### src/rtl/dma_chan_pkg.sv
package dma_chan_pkg;
  localparam int unsigned OFS_W = 15;

  localparam logic [OFS_W-1:0] OFS_CTRL     = 15'h0000;
  localparam logic [OFS_W-1:0] OFS_SNAP_NXT = 15'h3FF0;
  localparam logic [OFS_W-1:0] OFS_SNAP_LIM = 15'h3FF4;
  localparam logic [OFS_W-1:0] OFS_SNAP_BEG = 15'h3FF8;
  localparam logic [OFS_W-1:0] OFS_SNAP_END = 15'h3FFC;
  localparam logic [OFS_W-1:0] OFS_NXT      = 15'h4000;
  localparam logic [OFS_W-1:0] OFS_LIM      = 15'h4004;
  localparam logic [OFS_W-1:0] OFS_BEG      = 15'h4008;
  localparam logic [OFS_W-1:0] OFS_END      = 15'h400C;
  localparam logic [OFS_W-1:0] OFS_INIT     = 15'h4200;
  localparam logic [OFS_W-1:0] OFS_SIZE     = 15'h4204;

  // command bit positions in a control-word write
  localparam int unsigned CMD_SET_EN  = 16;
  localparam int unsigned CMD_SET_UPD = 17;
  localparam int unsigned CMD_SET_DIR = 18;
  localparam int unsigned CMD_CLR_CMP = 19;
  localparam int unsigned CMD_RST     = 20;

  // status bit positions in a control-word read
  localparam int unsigned STS_DIR = 18;
  localparam int unsigned STS_EN  = 24;
  localparam int unsigned STS_UPD = 25;
  localparam int unsigned STS_CMP = 27;

  typedef enum logic [3:0] {
    SEL_NONE, SEL_CTRL, SEL_NXT, SEL_LIM, SEL_BEG, SEL_END, SEL_INIT,
    SEL_SIZE, SEL_SNAP_NXT, SEL_SNAP_LIM, SEL_SNAP_BEG, SEL_SNAP_END
  } reg_sel_e;

  typedef struct packed {
    logic en;
    logic upd;
    logic dir;
    logic cmp;
  } ctrl_sts_t;

  typedef struct packed {
    logic set_en;
    logic set_upd;
    logic set_dir;
    logic clr_cmp;
    logic rst;
  } ctrl_cmd_t;
endpackage

### src/rtl/dma_bus_decode.sv
module dma_bus_decode
  import dma_chan_pkg::*;
#(
  parameter int unsigned BE_W = 4
) (
  input  logic             req_i,
  input  logic             we_i,
  input  logic [BE_W-1:0]  be_i,
  input  logic [OFS_W-1:0] addr_i,
  output reg_sel_e         sel_o,
  output logic             wr_o,
  output logic             rd_o
);
  logic     full_word;
  reg_sel_e map_sel;

  assign full_word = &be_i;

  always_comb begin
    unique case (addr_i)
      OFS_CTRL:     map_sel = SEL_CTRL;
      OFS_NXT:      map_sel = SEL_NXT;
      OFS_LIM:      map_sel = SEL_LIM;
      OFS_BEG:      map_sel = SEL_BEG;
      OFS_END:      map_sel = SEL_END;
      OFS_INIT:     map_sel = SEL_INIT;
      OFS_SIZE:     map_sel = SEL_SIZE;
      OFS_SNAP_NXT: map_sel = SEL_SNAP_NXT;
      OFS_SNAP_LIM: map_sel = SEL_SNAP_LIM;
      OFS_SNAP_BEG: map_sel = SEL_SNAP_BEG;
      OFS_SNAP_END: map_sel = SEL_SNAP_END;
      default:      map_sel = SEL_NONE;
    endcase
  end

  // partial-width accesses are dropped entirely
  assign sel_o = (req_i && full_word) ? map_sel : SEL_NONE;
  assign wr_o  = req_i && full_word && we_i;
  assign rd_o  = req_i && full_word && !we_i;
endmodule

### src/rtl/dma_ctrl_status.sv
module dma_ctrl_status
  import dma_chan_pkg::*;
(
  input  logic      clk_i,
  input  logic      rst_ni,
  input  logic      wr_ctrl_i,
  input  ctrl_cmd_t cmd_i,
  input  logic      done_evt_i,
  input  logic      chain_evt_i,
  output ctrl_sts_t sts_o
);
  ctrl_sts_t sts_q, sts_d;

  always_comb begin
    sts_d = sts_q;
    // engine events first, software commands override except on complete
    if (done_evt_i && !chain_evt_i) sts_d.en = 1'b0;
    if (chain_evt_i) sts_d.upd = 1'b0;
    if (wr_ctrl_i) begin
      if (cmd_i.set_en)  sts_d.en  = 1'b1;
      if (cmd_i.set_upd) sts_d.upd = 1'b1;
      if (cmd_i.set_dir) sts_d.dir = 1'b1;
      if (cmd_i.clr_cmp) sts_d.cmp = 1'b0;
      if (cmd_i.rst) begin
        sts_d.en  = 1'b0;
        sts_d.upd = 1'b0;
        sts_d.dir = 1'b0;
        sts_d.cmp = 1'b0;
      end
    end
    // a completion is never lost to a same-cycle clear
    if (done_evt_i) sts_d.cmp = 1'b1;
  end

  always_ff @(posedge clk_i or negedge rst_ni) begin
    if (!rst_ni) sts_q <= '0;
    else         sts_q <= sts_d;
  end

  assign sts_o = sts_q;
endmodule

### src/rtl/dma_xfer_engine.sv
module dma_xfer_engine
  import dma_chan_pkg::*;
#(
  parameter int unsigned DATA_W     = 32,
  parameter int unsigned STEP_BYTES = 4
) (
  input  logic              clk_i,
  input  logic              rst_ni,
  input  logic              en_i,
  input  logic              upd_i,
  input  logic              xfer_i,
  input  logic              wr_i,
  input  reg_sel_e          sel_i,
  input  logic [DATA_W-1:0] wdata_i,
  output logic [DATA_W-1:0] nxt_o,
  output logic [DATA_W-1:0] lim_o,
  output logic [DATA_W-1:0] beg_o,
  output logic [DATA_W-1:0] end_o,
  output logic [DATA_W-1:0] init_o,
  output logic [DATA_W-1:0] snap_o [4],
  output logic              done_evt_o,
  output logic              chain_evt_o
);
  localparam logic [DATA_W-1:0] STEP = DATA_W'(STEP_BYTES);
  localparam int unsigned N_PLAIN = 3;
  localparam int unsigned N_SNAP  = 4;

  logic [DATA_W-1:0] nxt_q, lim_q;
  logic [DATA_W-1:0] plain_q [N_PLAIN];
  logic [DATA_W-1:0] snap_q  [N_SNAP];
  logic [DATA_W-1:0] snap_src [N_SNAP];
  logic              plain_we [N_PLAIN];
  logic [DATA_W-1:0] nxt_inc;
  logic              step, hit;

  assign step    = en_i && xfer_i;
  assign nxt_inc = nxt_q + STEP;
  assign hit     = step && (nxt_inc == lim_q);

  assign done_evt_o  = hit;
  assign chain_evt_o = hit && upd_i;

  always_ff @(posedge clk_i or negedge rst_ni) begin
    if (!rst_ni) begin
      nxt_q <= '0;
      lim_q <= '0;
    end else begin
      if (wr_i && sel_i == SEL_NXT)     nxt_q <= wdata_i;
      else if (hit && upd_i)            nxt_q <= plain_q[0];
      else if (step)                    nxt_q <= nxt_inc;

      if (wr_i && sel_i == SEL_LIM)     lim_q <= wdata_i;
      else if (hit && upd_i)            lim_q <= plain_q[1];
    end
  end

  assign plain_we[0] = wr_i && sel_i == SEL_BEG;
  assign plain_we[1] = wr_i && sel_i == SEL_END;
  assign plain_we[2] = wr_i && sel_i == SEL_INIT;

  for (genvar i = 0; i < N_PLAIN; i++) begin : g_plain
    always_ff @(posedge clk_i or negedge rst_ni) begin
      if (!rst_ni)          plain_q[i] <= '0;
      else if (plain_we[i]) plain_q[i] <= wdata_i;
    end
  end

  assign snap_src[0] = nxt_inc;
  assign snap_src[1] = lim_q;
  assign snap_src[2] = plain_q[0];
  assign snap_src[3] = plain_q[1];

  for (genvar i = 0; i < N_SNAP; i++) begin : g_snap
    always_ff @(posedge clk_i or negedge rst_ni) begin
      if (!rst_ni)  snap_q[i] <= '0;
      else if (hit) snap_q[i] <= snap_src[i];
    end
    assign snap_o[i] = snap_q[i];
  end

  assign nxt_o  = nxt_q;
  assign lim_o  = lim_q;
  assign beg_o  = plain_q[0];
  assign end_o  = plain_q[1];
  assign init_o = plain_q[2];
endmodule

### src/rtl/dma_chan_regs.sv
module dma_chan_regs
  import dma_chan_pkg::*;
#(
  parameter  int unsigned DATA_W     = 32,
  parameter  int unsigned STEP_BYTES = 4,
  localparam int unsigned BE_W       = DATA_W / 8
) (
  input  logic              clk_i,
  input  logic              rst_ni,
  input  logic              req_i,
  input  logic              we_i,
  input  logic [BE_W-1:0]   be_i,
  input  logic [OFS_W-1:0]  addr_i,
  input  logic [DATA_W-1:0] wdata_i,
  output logic [DATA_W-1:0] rdata_o,
  input  logic              xfer_i,
  output logic              irq_o
);
  reg_sel_e          sel;
  logic              wr, rd, wr_ctrl, wr_nxt;
  ctrl_cmd_t         ctrl_cmd;
  ctrl_sts_t         ctrl_sts;
  logic              done_evt, chain_evt;
  logic [DATA_W-1:0] nxt_q, lim_q, beg_q, end_q, init_q;
  logic [DATA_W-1:0] snap [4];
  logic [DATA_W-1:0] ctrl_word, rd_val;

  dma_bus_decode #(.BE_W(BE_W)) u_dec (
    .req_i (req_i),
    .we_i  (we_i),
    .be_i  (be_i),
    .addr_i(addr_i),
    .sel_o (sel),
    .wr_o  (wr),
    .rd_o  (rd)
  );

  assign wr_ctrl = wr && sel == SEL_CTRL;
  assign wr_nxt  = wr && sel == SEL_NXT;

  assign ctrl_cmd.set_en  = wdata_i[CMD_SET_EN];
  assign ctrl_cmd.set_upd = wdata_i[CMD_SET_UPD];
  assign ctrl_cmd.set_dir = wdata_i[CMD_SET_DIR];
  assign ctrl_cmd.clr_cmp = wdata_i[CMD_CLR_CMP];
  assign ctrl_cmd.rst     = wdata_i[CMD_RST];

  dma_ctrl_status u_ctrl (
    .clk_i      (clk_i),
    .rst_ni     (rst_ni),
    .wr_ctrl_i  (wr_ctrl),
    .cmd_i      (ctrl_cmd),
    .done_evt_i (done_evt),
    .chain_evt_i(chain_evt),
    .sts_o      (ctrl_sts)
  );

  dma_xfer_engine #(.DATA_W(DATA_W), .STEP_BYTES(STEP_BYTES)) u_eng (
    .clk_i      (clk_i),
    .rst_ni     (rst_ni),
    .en_i       (ctrl_sts.en),
    .upd_i      (ctrl_sts.upd),
    .xfer_i     (xfer_i),
    .wr_i       (wr),
    .sel_i      (sel),
    .wdata_i    (wdata_i),
    .nxt_o      (nxt_q),
    .lim_o      (lim_q),
    .beg_o      (beg_q),
    .end_o      (end_q),
    .init_o     (init_q),
    .snap_o     (snap),
    .done_evt_o (done_evt),
    .chain_evt_o(chain_evt)
  );

  always_comb begin
    ctrl_word          = '0;
    ctrl_word[STS_EN]  = ctrl_sts.en;
    ctrl_word[STS_UPD] = ctrl_sts.upd;
    ctrl_word[STS_DIR] = ctrl_sts.dir;
    ctrl_word[STS_CMP] = ctrl_sts.cmp;
  end

  always_comb begin
    unique case (sel)
      SEL_CTRL:     rd_val = ctrl_word;
      SEL_NXT:      rd_val = nxt_q;
      SEL_LIM:      rd_val = lim_q;
      SEL_BEG:      rd_val = beg_q;
      SEL_END:      rd_val = end_q;
      SEL_INIT:     rd_val = init_q;
      SEL_SIZE:     rd_val = lim_q - nxt_q;
      SEL_SNAP_NXT: rd_val = snap[0];
      SEL_SNAP_LIM: rd_val = snap[1];
      SEL_SNAP_BEG: rd_val = snap[2];
      SEL_SNAP_END: rd_val = snap[3];
      default:      rd_val = '0;
    endcase
  end

  assign rdata_o = rd ? rd_val : '0;
  assign irq_o   = ctrl_sts.cmp;
endmodule

### config.mk
export PLATFORM = sky130hd
export DESIGN_NAME = dma_chan_regs
export DESIGN_NICKNAME = d
export VERILOG_FILES = /design/src/rtl/dma_chan_pkg.sv /design/src/rtl/dma_bus_decode.sv /design/src/rtl/dma_ctrl_status.sv /design/src/rtl/dma_xfer_engine.sv /design/src/rtl/dma_chan_regs.sv
export SDC_FILE = /design/constraint.sdc
export NUM_CORES = 1
export LEC_CHECK = 0
export ABC_CLOCK_PERIOD_IN_PS = 4600
export BUFFER_PORTS_ARGS = -buffer_cell sky130_fd_sc_hd__buf_2
export CAP_MARGIN = 25
export CORE_ASPECT_RATIO = 1.5
export CORE_UTILIZATION = 50
export CTS_CLUSTER_SIZE = 12
export DETAILED_ROUTE_END_ITERATION = 12
export PLACE_DENSITY_LB_ADDON = 0.1
export SETUP_SLACK_MARGIN = 0.02
export SYNTH_ARGS = -nofsm -noshare
export SYNTH_HDL_FRONTEND = slang
export SYNTH_SLANG_ARGS = --single-unit
### constraint.sdc
create_clock -name clk_i -period 4.6 [get_ports clk_i]
set_input_delay 0.46 -clock clk_i [delete_from_list [all_inputs] [get_ports clk_i]]
set_output_delay 0.46 -clock clk_i [all_outputs]
set_load 0.1 [all_outputs]
-- After elaboration in Yosys (flattened, before gate mapping)
Cells that the tools add are included.
W data, S select, Z words.
- bits in registers: 292
- output and inout port bits: 33
- logic and storage cells: 79
- $add $sub $neg: 2
- eq/ne operators: 22
- multiplexer cells: 18
- reduce and logical (&&, ||, !) cells: 24
- operators by type and width (kind ; count):
    $pmux W32 S11 ; 1
    $mux W32 ; 6
    $eq A15 B15 Y1 const B ; 6
    $eq A15 B14 Y1 const B ; 4
    $pmux W4 S11 ; 1
    $add A32 B3 Y32 const B ; 1
    $eq A32 B32 Y1 ; 1
    $sub A32 B32 Y32 ; 1
    $eq A4 B3 Y1 const B ; 4
    $eq A4 B4 Y1 const B ; 4
    $logic_not A15 Y1 ; 1
    $logic_and A1 B1 Y1 ; 13
    $mux W4 ; 3
    $eq A4 B2 Y1 const B ; 2
    $mux W1 ; 7
    $reduce_bool A2 Y1 ; 3
    $reduce_bool A3 Y1 ; 2
    $eq A4 B1 Y1 const B ; 1
    $reduce_and A2 Y1 ; 2
    $reduce_and A4 Y1 ; 1
    $logic_not A1 Y1 ; 2

-- Longest topological paths before layout
Gate-level depths: netlist (run 1).
- depth after elaboration: 11
- gate-level depth with buffers: 16
- mapped depth without buffers: 13

-- By module
Synthesis (run 1) repeated with hierarchy kept, for this count alone.
- cell total of the unflattened synthesis: 1761
- area total of the unflattened synthesis: 18113.6 sq um
- modules (own cells, without submodules) (module ; instances ; cells each ; area each (sq um) ; seq. area each (sq um)):
    dma_xfer_engine ; 1 ; 1112 ; 13691.9 ; 7206.9
    dma_chan_regs ; 1 ; 608 ; 4095.2 ; 0.0
    dma_bus_decode ; 1 ; 27 ; 168.9 ; 0.0
    dma_ctrl_status ; 1 ; 14 ; 157.7 ; 100.1

-- Least setup slack after synthesis (run 1)
No wires, ideal clock.
- path type: input to output
- start point: input port addr_i[4]
- end point: output port rdata_o[31]
- arrival time: 4622 ps
- data required time: 4140 ps
- setup slack: -482 ps
- stages on the path: 9
- buffers on the path: 2
- cells stage by stage: or4_1 > nor4_1 > nand3_1 > or3_1 > nor2_1 > clkbuf_1 > buf_1 > a22oi_1 > a31oi_1
- cells in the longest elaborated chain, start to end: 6
- elaborated cells between the ends (all ways): 26
- classes of those cells: eq/ne (21); mux (4); reduce/logical (1)
- RTL lines (element ; line ; source):
    from (decl) ; dma_chan_regs.sv:13 ; input logic [OFS_W-1:0] addr_i,
    $eq A15 B14 Y1 (tied with other cells) ; dma_bus_decode.sv:20 ; unique case (addr_i)
    $pmux W4 S11 * ; dma_bus_decode.sv:20 ;
    $mux W4 * ; dma_bus_decode.sv:37 ; assign sel_o = (req_i && full_word) ? map_sel : SEL_NONE;
    $eq A4 B4 Y1 (tied with other cells) ; dma_chan_regs.sv:85 ; unique case (sel)
    $pmux W32 S11 * ; dma_chan_regs.sv:85 ;
    $mux W32 * ; dma_chan_regs.sv:101 ; assign rdata_o = rd ? rd_val : '0;
    to (decl) ; dma_chan_regs.sv:15 ; output logic [DATA_W-1:0] rdata_o,
Every way passes the cells marked *; elsewhere a longest branch is shown, timed or not.

-- Worst setup path in the final report (run 1)
- start point: register u_eng.nxt_q[0] (netlist: u_eng.nxt_o[0])
- end point: output port rdata_o[18]
- cells in the longest elaborated chain, start to end: 3
- RTL lines (element ; line ; source):
    from (decl) ; dma_xfer_engine.sv:28 ; logic [DATA_W-1:0] nxt_q, lim_q;
    from (signal assigned) ; dma_xfer_engine.sv:48 ; if (wr_i && sel_i == SEL_NXT) nxt_q <= wdata_i;
    from (signal assigned) ; dma_xfer_engine.sv:49 ; else if (hit && upd_i) nxt_q <= plain_q[0];
    from (signal assigned) ; dma_xfer_engine.sv:50 ; else if (step) nxt_q <= nxt_inc;
    $sub A32 B32 Y32 ; dma_chan_regs.sv:92 ; SEL_SIZE: rd_val = lim_q - nxt_q;
    $pmux W32 S11 ; dma_chan_regs.sv:85 ;
    $mux W32 ; dma_chan_regs.sv:101 ;
Every way passes these cells.

==> flow_summary.yaml, run 1 <==
timing:
  relSlewSlack: 0.413
  holdWs_ns: 0.141
  setup-tns-final_ns: 0
  post-route-period-util: 0.971
  setup_viol: 0
  period_needed_ns: 4.47
  grt_setup_unrepaired: "false"
  fmax_ghz: 0.224
  slew_violations: 0
  final_hold_viol_count: 0
  worst_pin_slew_ns: 0.881
  skew_ns: 0.0243
route:
  final_antenna_net_count: 0
  drcViolationCount: 0
  routed.top_layer: "met4"
  wl_met3_um: 2940
  viasPerCell: 6.30
  routed_wl_um: 62100
  dr_wl_met2_um: 31400
  drt_iter0_markers: 1236
  via_count: 16200
  dr.pass1.iters: 6
  wire_per_inst_um: 24.2
  wl_met1_um: 24400
worst_hold_path:
  hp-class: "in2reg"
  min_delay_path_depth: 3
global_route:
  grt_pass1_vias: 16200
  grt.overflow.total: 0
  grt_pass1_wl_um: 96000
  grtUsageTotal: 0.352
  grt_max_degree: 112
  antenna_found_initial: 0
setup_path:
  rr_worst_depth: 11
  start_kind: "flip-flop"
  end_kind: "output pin"
  crit_type: "reg2out"
  path_max_fanout: 4
  crit_required_ns: 4.14
  worstReg2RegEnd: "u_eng.snap_o[80]"
  critPathCapture: "rdata_o[18]"
  rr_startpoint: "u_eng.nxt_o[5]"
  reg2reg_slack_ns: 0.28
  critPathArrivalTime_ns: 4.01
  startpoint: "u_eng.nxt_o[0]"
placement:
  gp_congestion: 1.00
  hpwl_um: 42700
  port_buffers: 88
synth:
  synthesis.nets: 2121
  ys_seq_elements: 292
  synth-edff-count: 0
  syn_area_mm2: 0.0176
  seq_area_frac_synth: 0.416
  async_flop_share: 1.00
  synthDistinctLibCells: 73
  syn_inst: 2032
  synth_area_per_cell_um2: 8.65
  yosysWarnings: 0
  synth_flop_cell: "dfrtp_1"
floorplan:
  die_h_um: 232
  dieArea_mm2: 0.0359
  die_w_um: 155
  core_mm2: 0.0344
  row_count: 83
  num_io_pins: 89
  initial_core_util: 0.511
layout:
  antenna_cells: 0
  area_delta_synth_final_pct: 17.0
  layout-drive-gt1-share: 0.187
  fin_nets: 2174
clock_tree:
  clock_latency_ns: 0.58
  cts_buffers: 30
  h-tree-depth: 1
  clk_pin_slew_ns: 0.06
  cts_num_sinks: 292
  clock_tree.root_cell: "clkbuf_16"
  cts_tree: "yes"
  clockBufferDepth: 3
power_and_ir_drop:
  power.density_mw_per_mm2: 242
  leakagePower_nw: 9.59
  irDropWorstVdd_v: 0.000300
  power_mw: 4.96
run_status:
  status: "complete, no violations"
run:
  maxCapViolCount: 0
==> placed cells by master, fill, tap and decap left out, types with 23 or more instances in the layout <==
master	synthesis	final
a21oi_1	107	104
a221oi_1	51	50
a31oi_2	0	23
buf_12	0	47
buf_2	35	55
buf_4	2	69
clkbuf_16	0	30
dfrtp_1	292	287
ha_1	32	30
inv_1	44	44
mux2_2	97	97
mux2i_1	46	46
nand2_1	491	490
nand3_1	30	29
nand4_1	35	35
nor2_1	127	124
nor3_1	33	30
o21ai_0	90	89
xnor2_1	40	39
==> critical path, cell delays in order, from the launching register on <==
cell and delay, ns:
dfrtp_1 0.41, ha_1 0.25, fa_1 0.41, nor2b_1 0.14, o21a_1 0.13, o21ai_1 0.12, a21oi_2 0.26, o211ai_1 0.15
nor2b_1 0.20, o41ai_4 0.42, xor2_2 0.32, nand2_1 0.11, a41oi_2 0.28, buf_12 0.21
==> worst min-delay path by stage <==
| stage | slack (ns) | end | from |
|---|---|---|---|
| 2_1_floorplan | 0.16 | u_ctrl.sts_o[0] | rst_ni |
| 3_3_place_gp | 0.45 | u_eng.snap_o[0] | u_eng.snap_o[0] |
| 3_5_place_dp | 0.45 | u_eng.snap_o[45] | u_eng.snap_o[45] |
| 4_1_cts | 0.12 | u_eng.nxt_o[7] | wdata_i[7] |
| 5_1_grt | 0.15 | u_eng.nxt_o[7] | wdata_i[7] |
| 6_report | 0.14 | u_eng.nxt_o[7] | wdata_i[7] |
==> stage by stage <==
| stage | setup WS, ns | cells | utilization | instance area, um2 |
|---|---|---|---|---|
| finish | 0.133 | 2569 | 0.598 | 20600 |
| global route | 0.0217 | 2569 | 0.598 | 20600 |
| CTS | 0.0219 | 2567 | 0.595 | 20400 |
| detailed placement | 0.245 | 2517 | 0.568 | 19500 |
| global placement | 0.205 | 2517 | 0.568 | 19500 |
| floorplan | 0.0241 | 2032 | - | 17800 |
==> final cells by class <==
class                           instances  area, um2
Sequential cell                       292       7310
Timing Repair Buffer                  173       1760
Clock buffer                           44        843
Multi-Input combinational cell       1544       9850
Inverter                               44        165
Fill cell                            3073      13800
Clock inverter                          5       38.8
Tap cell                              467        584
==> synth_stat cells (30+ instances only) <==
library cell	instances	area, um2
nand2_1	491	1840
dfrtp_1	292	7310
nor2_1	127	477
a21oi_1	107	536
clkbuf_1	101	379
mux2_2	97	1090
o21ai_0	90	450
a221oi_1	51	447
mux2i_1	46	460
inv_1	44	165
xnor2_1	40	350
buf_2	35	175
nand4_1	35	219
a31oi_1	34	213
nor3_1	33	165
ha_1	32	400
nand3_1	30	150
==> cell families (layout without fill, tap and decap cells) <==
group | Yosys count | after routing | share of synthesized area
multiplexers | 143 | 143 | 0.0884
adder cells (fa/ha/maj) | 33 | 33 | 0.0239
AND/OR/NAND/NOR | 831 | 831 | 0.210
AO/OA/AOI/OAI | 478 | 478 | 0.185
XOR/XNOR | 59 | 59 | 0.0310
buffers and inverters | 196 | 266 | 0.0461
flip-flops | 292 | 292 | 0.416
==> power breakdown <==
group / total (mW) / switching [mW] / internal [mW]
registers: 2.57 / 0.00000825 / 2.57
clock network: 2.28 / 1.02 / 1.25
logic: 0.117 / 0.0900 / 0.0271
==> repair_timing <==
item / CTS / global route
hold endpoints to repair: 8 / 0
pin swaps: 0 / 8
endpoints found under the setup margin: 11 / 20
hold buffers: 1 / 0
setup buffers: 0 / 2
resized for setup: 7 / 19
==> state kept, by name (all words and copies together) (netlist names) <==
| register | cells |
|---|---|
| u_eng.beg_o | 32 |
| u_eng.snap_o | 128 |
| u_eng.init_o | 32 |
| u_eng.lim_o | 32 |
| u_ctrl.sts_o | 4 |
| u_eng.nxt_o | 32 |
| u_eng.end_o | 32 |
==> layer usage <==
layer / vias up / global-route usage
met5: - / 0
met2: 569 / 0.617
met4: 0 / 0.185
li1: 7375 / -
met1: 8058 / 0.426
met3: 177 / 0.0357
Note: power is estimated with default switching activity, not from simulation.
==> run 2: changes to the inputs <==
Settings changed: CORE_UTILIZATION 50 to 38.
==> flow_summary.yaml, run 2 (synthesized netlist as in run 1, its figures left out) <==
layout:
  area_delta_synth_final_pct: 19.7
  largest_reg_flops: 128
  final_cell_mix: "nand2_1 (490), dfrtp_1 (284), nor2_1 (125), a21oi_1 (106), mux2_2 (97)"
  stdcell_area_mm2: 0.0210
  antenna_cells: 0
  final_common_cell: "nand2_1"
  fin_nets: 2194
  layout-drive-gt1-share: 0.199
  final_util: 0.461
timing:
  grt_setup_unrepaired: "false"
  slew_violations: 0
  post-route-period-util: 0.969
  setup_ws_ns: 0.140
  fmax_ghz: 0.224
  final_hold_viol_count: 0
  worst_pin_slew_ns: 0.904
  relSlewSlack: 0.397
  period_needed_ns: 4.46
  setup_viol: 0
  skew_ns: 0.0189
  setup-tns-final_ns: 0
clock_tree:
  h-tree-depth: 2
  cts_tree: "yes"
  clockBufferDepth: 3
  clock_latency_ns: 0.54
  cts_num_sinks: 292
  clk_pin_slew_ns: 0.06
  cts_buffers: 34
  clock_tree.root_cell: "clkbuf_16"
placement:
  placed_cell_area_mm2: 0.0198
  gp_congestion: 0.972
  dp_slack_ns: 0.169
  hpwl_um: 46800
  port_buffers: 88
global_route:
  antenna_found_initial: 0
  grt_pass1_vias: 16300
  grt_pass1_wl_um: 100000
  grtUsageTotal: 0.282
  grt_max_degree: 109
  grt.overflow.total: 0
route:
  routed.top_layer: "met4"
  wire_per_inst_um: 24.2
  wl_met3_um: 2590
  routed_wl_um: 65500
  drt_iter0_markers: 958
  drcViolationCount: 0
  via_count: 16000
  viasPerCell: 5.92
  wl_met1_um: 26100
  final_antenna_net_count: 0
  dr_wl_met2_um: 33900
  dr.pass1.iters: 6
run_status:
  status: "complete, no violations"
setup_path:
  cp_cell_sequence: "ha_2 > fa_1 > nor2b_1 > o21a_1 > o21ai_1 > a21oi_2 > o211ai_1 > nor2b_4 > o41ai_4 > xor2_2 > buf_4 > nand2_1 > a41oi_2 > buf_12"
  worst-path-stages: 14
  max_stage_delay_ns: 0.41
  critPathArrivalTime_ns: 4.00
  start_kind: "flip-flop"
  end_kind: "output pin"
  rr_worst_depth: 13
  slowest_stage: "dfrtp_1"
  crit_type: "reg2out"
  path_max_fanout: 3
  crit_buf_inv: 2
  critical_path.top_delay_family: "compound AO/OA/AOI/OAI gates"
  crit_required_ns: 4.14
  reg2reg_slack_ns: 0.35
floorplan:
  core_mm2: 0.0456
  die_h_um: 265
  initial_core_util: 0.385
  row_count: 96
  dieArea_mm2: 0.0471
  num_io_pins: 89
  die_w_um: 178
power_and_ir_drop:
  power.density_mw_per_mm2: 262
  irDropWorstVdd_v: 0.000268
  leakagePower_nw: 9.79
run:
  maxCapViolCount: 0
worst_hold_path:
  hp-class: "in2async"
-- run 2: cell types whose count changed in the layout (fill, tap and decap cells not counted), moves of 2 or more --
cell / change
a21oi_1: +2
clkbuf_1: -5
dfrtp_1: -3
a21oi_2: -2
clkbuf_8: +3
ha_2: +2
a31oi_2: +3
bufinv_16: +4
clkbuf_16: +5
nor2b_1: -2
buf_4: +16
dfrtp_2: +3
a31oi_4: -2
ha_1: -2
-- run 2: per-layer routing --
layer,vias up,track usage
li1,7429,-
met1,7989,0.337
met2,474,0.509
met3,152,0.0273
met4,0,0.122
met5,-,0
-- run 2: report_power, final --
| part | switching (mW) | internal (mW) |
|---|---|---|
| clock network | 1.11 | 1.72 |
| logic | 0.0909 | 0.0272 |
| registers | 0.00000731 | 2.57 |
| total | 1.20 | 4.31 |
-- run 2: final timing paths --
path / from / end
worst max register to register: u_eng.nxt_o[7] / u_eng.nxt_o[0]
max in group asynchronous: rst_ni / u_eng.nxt_o[11]
worst min-delay path: rst_ni / u_eng.snap_o[61]
worst max-delay path: u_eng.nxt_o[0] / rdata_o[18]
worst min register to register: u_eng.snap_o[67] / u_eng.snap_o[67]
min in group clk_i: wdata_i[7] / u_eng.nxt_o[7]
-- run 2: through the flow --
step / total power, mW / hold slack, ns / cells
floorplan: 2.63 / 0.164 / 2032
global placement: 2.74 / 0.449 / 2652
detailed placement: 2.74 / 0.456 / 2652
CTS: 5.58 / 0.0609 / 2707
global route: 5.68 / 0.0797 / 2711
finish: 5.51 / 0.00729 / 2711
-- run 2: what timing repair did --
action | in CTS | in global routing
setup endpoints to repair | 9 | 10
hold buffers | 0 | 0
resized for setup | 10 | 17
pin swaps | 2 | 9
buffers inserted | 1 | 4
-- run 2: cell type report --
cell class / count / area [um2]
multi-input cells: 1544 / 9820
inverters: 44 / 165
repair buffers: 189 / 1870
fillers: 4561 / 24600
flip-flops and latches: 292 / 7320
well taps: 588 / 736
clock buffers: 47 / 991
clock inverters: 7 / 139
